<file path="config.mk">
export PLATFORM = sky130hd
export DESIGN_NAME = bounds_check_unit
export DESIGN_NICKNAME = d
export VERILOG_FILES = /design/src/rtl/bchk_pkg.sv /design/src/rtl/bchk_operand_prep.sv /design/src/rtl/bchk_range_cmp.sv /design/src/rtl/bounds_check_unit.sv
export SDC_FILE = /design/constraint.sdc
export NUM_CORES = 1
export LEC_CHECK = 0
export ABC_AREA = 1
export ABC_CLOCK_PERIOD_IN_PS = 800
export CAP_MARGIN = 40
export CORE_AREA = 5 5 74 104
export CTS_BUF_LIST = sky130_fd_sc_hd__clkbuf_8
export CTS_CLUSTER_DIAMETER = 50
export DETAILED_ROUTE_END_ITERATION = 8
export DIE_AREA = 0 0 79 109
export GPL_TIMING_DRIVEN = 0
export HOLD_SLACK_MARGIN = 0.12
export MAX_ROUTING_LAYER = met4
export PLACE_DENSITY = 0.76
export SYNTH_ARGS = -nofsm -noshare
export SYNTH_HDL_FRONTEND = slang
export SYNTH_SLANG_ARGS = --single-unit
</file>
<file path="constraint.sdc">
create_clock -name clk_i -period 0.8 [get_ports clk_i]
set_clock_uncertainty 0.1 [all_clocks]
set_input_delay 0.16 -clock clk_i [delete_from_list [all_inputs] [get_ports clk_i]]
set_output_delay 0.16 -clock clk_i [all_outputs]
set_load 0.02 [all_outputs]
</file>
<file path="src/rtl/bchk_pkg.sv">
package bchk_pkg;

  typedef enum logic [1:0] {
    SZ_BYTE = 2'b00,
    SZ_WORD = 2'b01,
    SZ_LONG = 2'b10,
    SZ_RSVD = 2'b11
  } bchk_size_e;

  localparam int unsigned OPERAND_CNT = 3;
  localparam int unsigned OP_VALUE    = 0;
  localparam int unsigned OP_LOWER    = 1;
  localparam int unsigned OP_UPPER    = 2;

endpackage

</file>
<file path="src/rtl/bchk_operand_prep.sv">
module bchk_operand_prep
  import bchk_pkg::*;
#(
  parameter int unsigned DATA_W   = 32,
  parameter int unsigned BYTE_W   = 8,
  parameter int unsigned WORD_W   = 16,
  parameter bit          IS_BOUND = 1'b0
) (
  input  logic [DATA_W-1:0] raw_i,
  input  logic [1:0]        size_i,
  input  logic              is_addr_i,
  input  logic              signed_i,
  output logic [DATA_W:0]   ext_o
);

  localparam int unsigned BYTE_PAD = DATA_W - BYTE_W;
  localparam int unsigned WORD_PAD = DATA_W - WORD_W;

  logic [DATA_W-1:0] zext_w;
  logic [DATA_W-1:0] sext_w;
  logic [DATA_W-1:0] addr_w;
  logic [DATA_W-1:0] data_w;

  // Narrowing to the operation size, in zero-filled and sign-filled forms.
  always_comb begin
    unique case (bchk_size_e'(size_i))
      SZ_BYTE: begin
        zext_w = {{BYTE_PAD{1'b0}}, raw_i[BYTE_W-1:0]};
        sext_w = {{BYTE_PAD{raw_i[BYTE_W-1]}}, raw_i[BYTE_W-1:0]};
      end
      SZ_WORD: begin
        zext_w = {{WORD_PAD{1'b0}}, raw_i[WORD_W-1:0]};
        sext_w = {{WORD_PAD{raw_i[WORD_W-1]}}, raw_i[WORD_W-1:0]};
      end
      default: begin
        zext_w = raw_i;
        sext_w = raw_i;
      end
    endcase
  end

  // Address path: a bound is sign-extended, the value is taken in full.
  generate
    if (IS_BOUND) begin : g_bound
      assign addr_w = sext_w;
    end else begin : g_value
      assign addr_w = raw_i;
    end
  endgenerate

  // Data path: the low-order field, extended according to the compare mode.
  assign data_w = signed_i ? sext_w : zext_w;

  // One extra top bit so that a single signed compare covers both modes.
  always_comb begin
    if (is_addr_i) begin
      ext_o = {signed_i & addr_w[DATA_W-1], addr_w};
    end else begin
      ext_o = {signed_i & data_w[DATA_W-1], data_w};
    end
  end

endmodule

</file>
<file path="src/rtl/bchk_range_cmp.sv">
module bchk_range_cmp #(
  parameter int unsigned EXT_W = 33
) (
  input  logic [EXT_W-1:0] val_i,
  input  logic [EXT_W-1:0] lo_i,
  input  logic [EXT_W-1:0] hi_i,
  output logic             below_o,
  output logic             above_o,
  output logic             hit_o
);

  logic lo_eq;
  logic hi_eq;

  always_comb begin
    below_o = $signed(val_i) < $signed(lo_i);
    above_o = $signed(val_i) > $signed(hi_i);
    lo_eq   = (val_i == lo_i);
    hi_eq   = (val_i == hi_i);
    hit_o   = lo_eq | hi_eq;
  end

endmodule

</file>
<file path="src/rtl/bounds_check_unit.sv">
module bounds_check_unit
  import bchk_pkg::*;
#(
  parameter int unsigned DATA_W = 32,
  parameter int unsigned BYTE_W = 8,
  parameter int unsigned WORD_W = 16,
  parameter int unsigned SYNC_STAGES = 2
) (
  input  logic              clk_i,
  input  logic              rst_ni,
  input  logic              start_i,
  input  logic [DATA_W-1:0] value_i,
  input  logic [DATA_W-1:0] lower_i,
  input  logic [DATA_W-1:0] upper_i,
  input  logic [1:0]        size_i,
  input  logic              is_addr_i,
  input  logic              signed_i,
  output logic              done_o,
  output logic              zero_o,
  output logic              carry_o,
  output logic              out_of_range_o
);

  localparam int unsigned EXT_W = DATA_W + 1;

  // Reset: asserted asynchronously, released on the clock.
  logic [SYNC_STAGES-1:0] rst_sync_q;
  logic                   rst_n;

  always_ff @(posedge clk_i or negedge rst_ni) begin
    if (!rst_ni) begin
      rst_sync_q <= '0;
    end else begin
      rst_sync_q <= {rst_sync_q[SYNC_STAGES-2:0], 1'b1};
    end
  end

  assign rst_n = rst_sync_q[SYNC_STAGES-1];

  // Operand preparation: value first, then the lower and upper bounds.
  logic [DATA_W-1:0] raw_a [OPERAND_CNT];
  logic [EXT_W-1:0]  ext_a [OPERAND_CNT];

  assign raw_a[OP_VALUE] = value_i;
  assign raw_a[OP_LOWER] = lower_i;
  assign raw_a[OP_UPPER] = upper_i;

  for (genvar gi = 0; gi < OPERAND_CNT; gi++) begin : g_prep
    bchk_operand_prep #(
      .DATA_W  (DATA_W),
      .BYTE_W  (BYTE_W),
      .WORD_W  (WORD_W),
      .IS_BOUND(gi != OP_VALUE)
    ) prep_i (
      .raw_i    (raw_a[gi]),
      .size_i   (size_i),
      .is_addr_i(is_addr_i),
      .signed_i (signed_i),
      .ext_o    (ext_a[gi])
    );
  end

  logic below_w;
  logic above_w;
  logic hit_w;

  bchk_range_cmp #(.EXT_W(EXT_W)) cmp_i (
    .val_i  (ext_a[OP_VALUE]),
    .lo_i   (ext_a[OP_LOWER]),
    .hi_i   (ext_a[OP_UPPER]),
    .below_o(below_w),
    .above_o(above_w),
    .hit_o  (hit_w)
  );

  // Next-state logic.
  logic done_q, zero_q, carry_q, oor_q;
  logic done_d, zero_d, carry_d, oor_d;
  logic flag_en;

  assign flag_en = start_i;

  always_comb begin
    done_d  = start_i;
    zero_d  = zero_q;
    carry_d = carry_q;
    oor_d   = oor_q;
    if (flag_en) begin
      zero_d  = hit_w;
      carry_d = below_w | above_w;
      oor_d   = below_w | above_w;
    end
  end

  // State registers.
  always_ff @(posedge clk_i or negedge rst_n) begin
    if (!rst_n) begin
      done_q  <= 1'b0;
      zero_q  <= 1'b0;
      carry_q <= 1'b0;
      oor_q   <= 1'b0;
    end else begin
      done_q  <= done_d;
      zero_q  <= zero_d;
      carry_q <= carry_d;
      oor_q   <= oor_d;
    end
  end

  assign done_o         = done_q;
  assign zero_o         = zero_q;
  assign carry_o        = carry_q;
  assign out_of_range_o = oor_q;


  done_pulse_chk: assert property (@(posedge clk_i) disable iff (!rst_n)
    start_i |=> done_o);


  done_idle_chk: assert property (@(posedge clk_i) disable iff (!rst_n)
    !start_i |=> !done_o);


  flag_hold_chk: assert property (@(posedge clk_i) disable iff (!rst_n)
    !start_i |=> $stable({zero_o, carry_o, out_of_range_o}));


  bound_hit_chk: assert property (@(posedge clk_i) disable iff (!rst_n)
    start_i && ((ext_a[OP_VALUE] == ext_a[OP_LOWER]) || (ext_a[OP_VALUE] == ext_a[OP_UPPER]))
    |=> zero_o);


  inside_chk: assert property (@(posedge clk_i) disable iff (!rst_n)
    start_i && ($signed(ext_a[OP_LOWER]) < $signed(ext_a[OP_VALUE]))
            && ($signed(ext_a[OP_VALUE]) < $signed(ext_a[OP_UPPER]))
    |=> !carry_o && !out_of_range_o && !zero_o);


  single_value_chk: assert property (@(posedge clk_i) disable iff (!rst_n)
    start_i && (ext_a[OP_LOWER] == ext_a[OP_UPPER]) && (ext_a[OP_VALUE] == ext_a[OP_LOWER])
    |=> zero_o && !carry_o);


  reset_state_chk: assert property (@(posedge clk_i)
    !rst_n |-> !done_o && !zero_o && !carry_o && !out_of_range_o);

endmodule

</file>
# After elaboration in Yosys (flattened, before gate mapping)
# Index checks and enable logic that the tools add are counted.
# classes
magnitude_cmp,2
eq_ne,3
mux,12
bitwise_logic,8
n_reduce_logical,1
# op_table
cell,count
$pmux 32 s2,6
$mux 33,3
$mux 32,3
$eq 33x33->1,2
$gt 33x33->1,1
$lt 33x33->1,1
$and 1x1->1,6
$eq 2x1->1 const B,1
$logic_not 2->1,1
$or 1x1->1,2
# totals
reg_bits,5
input_bits,103
word_cells,30

# Longest topological paths before layout
# logic_depth
ltp_word,7
mapped_depth,21

# Hierarchy
# From an unflattened synthesis, not the netlist that was laid out.
# unflattened
hier_cells,576
hier_area_um2,3304.4
# by_module_without_submodules
mod,n_inst,cells_per_inst,area_per_inst_um2,seq_area_each_um2
bchk_range_cmp,1,340,1960.6,0.0
bchk_operand_prep (g_prep[1].prep_i ...),2,75,401.6,0.0
bchk_operand_prep (g_prep[0].prep_i),1,72,376.6,0.0
bounds_check_unit,1,14,163.9,125.1

# Worst setup path before layout
# Ideal clock, no wire load.
# synth_timing
kind,input -> register
startpoint,input port size_i[1]
endpoint,register oor_q (netlist: out_of_range_o)
setup_time_ps,77
arrival_time_ps,2134
t_required_ps,623
path_slack_ps,-1511
cell_stages,18
path_buffers,2
path_cell_list,nor2_4 inv_4 a221oi_1 or2_1 buf_6 buf_12 nor2_4 ha_1 a21o_1 nor2_1 nand2_1 nand2_1 nand2_1 nor2_1 nand2_1 nand2_1 nand3_1 a21oi_1
# synth_via
elab_chain_cells,7
word_cells_on_any_way,22
classes_between,order compare (2); eq/ne (1); mux (12); bitwise (6); reduce/logical (1)
# synth_rtl
item,line_no,source
from (decl),bounds_check_unit.sv:15,"input logic [1:0] size_i,"
$eq 2x1->1 / $logic_not 2->1 (equally long branches),bchk_operand_prep.sv:26,unique case (bchk_size_e'(size_i))
$pmux 32 s2,bchk_operand_prep.sv:26,
$mux 32,bchk_operand_prep.sv:52,assign data_w = signed_i ? sext_w : zext_w;
$and 1x1->1,bchk_operand_prep.sv:59,"ext_o = {signed_i & data_w[DATA_W-1], data_w};"
$mux 33,bchk_operand_prep.sv:56,if (is_addr_i) begin
$lt 33x33->1 / $gt 33x33->1 (equally long branches),"bchk_range_cmp.sv:16, bchk_range_cmp.sv:17",
$or 1x1->1 *,bounds_check_unit.sv:91,oor_d = below_w | above_w;
to (signal assigned),bounds_check_unit.sv:106,oor_q <= oor_d;
to (decl),bounds_check_unit.sv:77,"logic done_q, zero_q, carry_q, oor_q;"
# Mark *: on every way between the ends. The rest lies on a longest branch, timed or not.
# A chain may end at the register's enable or synchronous reset.

# Worst setup path after layout
# layout_timing
startpoint,input port is_addr_i
endpoint,register oor_q (netlist: out_of_range_o)
# layout_via
elab_chain_cells,3
word_cells_on_any_way,6
classes_between,order compare (2); mux (3); bitwise (1)
# layout_rtl
item,line_no,source
from (decl),bounds_check_unit.sv:16,"input logic is_addr_i,"
$mux 33,bchk_operand_prep.sv:56,
$lt 33x33->1 / $gt 33x33->1 (equally long branches),"bchk_range_cmp.sv:16, bchk_range_cmp.sv:17",
$or 1x1->1 *,bounds_check_unit.sv:91,
# Marked as above.

==> flow_summary.rst <==
.. list-table::
   :header-rows: 1

   * - Metric
     - Value
   * - TritonCTS clock tree
     - done
   * - Root buffer selected by CTS
     - clkbuf_8
   * - Leakage
     - 2.28 nW
   * - Synth area leaders
     - ha_1, nand2_1, inv_1
   * - Setup slack of the critical path after layout
     - -1610 ps
   * - Largest family of logic cells by synthesized area
     - simple AND/OR/NAND/NOR gates
   * - Maximum capacitance violations
     - 0
   * - Initial DRC count
     - about 200
   * - Clock-pin slew on the worst setup and hold paths
     - roughly 40 ps
   * - Leading cell types by count after synthesis
     - nand2_1, ha_1, inv_1, nor2_1, o21ai_0
   * - Fraction of synthesized cell area in xor and xnor cells
     - 0%
   * - Final-report setup violation count
     - 6
   * - Final core occ
     - 68.8%
   * - Via/cell ratio
     - 5.23
   * - Global route total overflow
     - 0
   * - Met1 GRT Util
     - 22.7%
   * - Failing checks
     - negative hold slack, negative setup slack
   * - Number of buffers inserted during clock tree synthesis
     - 3
   * - Pin count of the biggest net entering global routing
     - 11
   * - Count of flip-flops with a built-in enable after synthesis
     - 0
   * - Biggest fanout along the worst timing path
     - 5
   * - Gr usage total
     - 21.8%
   * - Net Count, Synth
     - between 600 and 700
   * - Number of levels in the clock H-tree
     - 1
   * - FP Rows
     - 36
   * - RePlAce Congestion
     - 0.910
   * - Via count of the routed design
     - roughly 3500
   * - Antenna Nets Post-Route
     - 0
   * - Cell family with the largest share of critical-path delay
     - simple AND/OR/NAND/NOR gates
   * - Synth Area per Inst
     - 5.92 um2
   * - Critical path required time
     - 850 ps
   * - Area enclosed by the die boundary
     - 8610 um2
   * - Most common flop cell mapped by yosys
     - dfrtp_1
   * - Die outline width
     - 79 um
   * - Share of the synthesized area in compound gates (AO/OA/AOI/OAI)
     - 14.8%
   * - Storage element area
     - 125 um2
   * - Clock tree buffer depth
     - 2
   * - Largest stage delay on the critical path
     - 300 ps
   * - DP Cell Count
     - 639
   * - Met2 track demand over resource
     - 43.6%
   * - WS Path Type
     - input pin to register
   * - Final TNS setup
     - -4110 ps
   * - Synth unique cells
     - 31
   * - Worst setup SP type
     - input pin
   * - Number of ports placed on the die boundary
     - 107
   * - Power per standard cell area
     - 881 nW/um2
   * - Maximum ir drop on the vdd rail
     - 955 uV
   * - Post-DP HPWL
     - 7350 um
   * - Initial Util
     - 40.3%
   * - Cell with the most instances on the worst path
     - nand2_1
   * - Total Routed Length
     - 9750 um
   * - Antenna cells
     - 0
   * - Capturing element type of the critical path
     - register
   * - Cell taking the most area after synthesis
     - ha_1
   * - Number of pins exceeding their max-slew limit in the final report
     - 0
   * - Routed len/inst
     - 14.5 um
   * - Share of flip-flops with an asynchronous set or reset after synthesis
     - 100%
   * - Path type of the worst min-delay path
     - register to asynchronous set/reset pin
   * - First-pass GRT wire length
     - 15000 um
   * - Layer with the highest usage after global routing
     - met2
   * - Filler cell count
     - roughly 570
   * - Mux contribution to synthesized area
     - 0%
   * - Insertion delay of the later-clocked pin in the worst-skew pair
     - 220 ps
   * - Most numerous cell in the Yosys netlist
     - nand2_1
   * - Final worst hold slack
     - -54.2 ps
   * - NumNets Final
     - ~770
   * - Adder-cell share of the synthesized area
     - 30.5%
   * - Total of flip-flops plus latches after synthesis
     - 5
   * - Number of optimization iterations in the first detailed-route pass
     - 4
   * - CTS sink count
     - 5
   * - Time the final worst path needs with I/O delays and setup
     - 2410 ps
   * - Gate count after technology mapping
     - 457
   * - Antenna violations before repair
     - 0
   * - DRC violations left
     - 0
   * - Outcome
     - finished with violations
   * - Worst Path Arrival
     - 2460 ps
   * - Sequential element share of the synthesized area
     - ~4.6%
   * - Share of the clock period used by the worst path
     - 301%
   * - Max Freq
     - 0.415 GHz
   * - Number of port buffers
     - 106
   * - Vias in the first global route
     - 3503
   * - Cell area after synthesis
     - around 2700 um2
   * - Area of the core
     - about 6700 um2
   * - Number of standard cells in the final layout excluding fillers
     - 671
   * - Synthesis warning total
     - 0
   * - Fraction of synthesized cell area taken by the top area cell type
     - approximately 30%
   * - CP max stage cell
     - ha_1
   * - Pre-CTS worst setup slack
     - -2560 ps
   * - Cells traversed along the worst timing path
     - buf_4, nor2_4, inv_4, nor2_4, or2_1, buf_6, buf_16, nor2_4, ha_1, nand2_2, a21oi_1, nor2_1, nand2_1, nand2_1, nand2_1, nor2_2, nand3_1, nand2_1, nor2_2, a21oi_2
   * - Met3 track demand over resource
     - 2.48%
   * - Area fraction in and, or, nand and nor cells after synthesis
     - 37.9%
   * - Footprint of the multi-input gates
     - 2670 um2
   * - Critical path buffer and inverter count
     - 4
   * - Relative area change from synthesis to final layout
     - 70.4%
   * - Die height
     - 109 um
   * - Layout cells sized above 1
     - 23.9%
   * - Endpoints failing hold
     - 3
   * - Setup repair after global routing missed its margin
     - yes
-- path summary, 6_finish.rpt --
check / start / endpoint / slack [ps] / depth (start not counted)
max in group asynchronous: rst_ni / rst_sync_q[0]$_DFF_PN0_ / 470 / 1
min in group clk_i: rst_sync_q[0]$_DFF_PN0_ / rst_sync_q[1]$_DFF_PN0_ / 260 / 0
max: is_addr_i / out_of_range_o$_DFFE_PN0P_ / -1610 / 20
min: rst_sync_q[1]$_DFF_PN0_ / zero_o$_DFFE_PN0P_ / -50 / 0
max reg2reg: zero_o$_DFFE_PN0P_ / zero_o$_DFFE_PN0P_ / -90 / 3
min reg2reg: rst_sync_q[1]$_DFF_PN0_ / zero_o$_DFFE_PN0P_ / -50 / 0
-- layout make-up --
class | instances | share of cell area, %
flip-flops and latches | 5 | 2.71
multi-input cells | 375 | 57.9
repair buffers | 135 | 28.9
plain buffers | 10 | 1.98
clock inverters | 1 | 0.108
clock buffers | 3 | 0.895
inverters | 66 | 5.48
well taps | 76 | 2.06
-- through the flow --
step / cell area (um2) / power (mW)
global route: 4610 / 4.47
floorplan: 2860 / 1.96
finish: 4610 / 4.06
global placement: 4020 / 2.88
CTS: 4420 / 3.81
detailed placement: 4020 / 2.96
-- registers in the layout, summed over array words and instances, names as in the netlist --
signal	cells
done_o	1
rst_sync_q	2
zero_o	1
out_of_range_o	1
-- kinds of logic (layout without fill, tap and decap cells) --
| group | after synthesis | after routing |
|---|---|---|
| buffers and inverters | 77 | 215 |
| AND/OR/NAND/NOR | 232 | 232 |
| flip-flops | 5 | 5 |
| adder cells (fa/ha/maj) | 66 | 66 |
| other | 1 | 1 |
| AO/OA/AOI/OAI | 76 | 76 |
-- where the power goes --
part	internal, mW	switching (mW)	leakage [nW]	total (mW)
Clock	0.336	0.142	0.0255	0.478
Sequential	0.279	0.0225	0.0576	0.301
Combinational	1.63	1.65	2.20	3.29
Total	2.25	1.82	2.28	4.06
-- placed cells by master, fill, tap and decap left out, drive strengths merged --
cell type and instances:
clkinv 1, nand4 5, buf 45, a221oi 1, nor3b 1, nor3 6
nand2 133, a31oi 1, dlygate4sd2 4, a21oi 26, clkdlybuf4s50 92, clkdlybuf4s15 1
and2 1, nand3 18, a21o 3, nor4 1, o21ai 45, or2 3
conb 1, and3 1, inv 66, ha 66, nor2 63, dfrtp 5
clkbuf 6
-- layer usage --
layer  part of all wire [%]  vias up
met3                    6.1       21
met2                     54      125
met1                     38     1595
met5                      0        -
met4                    2.3        0
li1                       -     1765
-- what timing repair did --
item | 4_1_cts | 5_1_grt
resized for setup | 116 | 44
setup buffers | 21 | 5
endpoints found under the hold margin | 5 | 5
pin swaps | 53 | 32
setup endpoints to repair | 6 | 6
cloned | 3 | 0
Note: power is estimated with default switching activity, not from simulation.
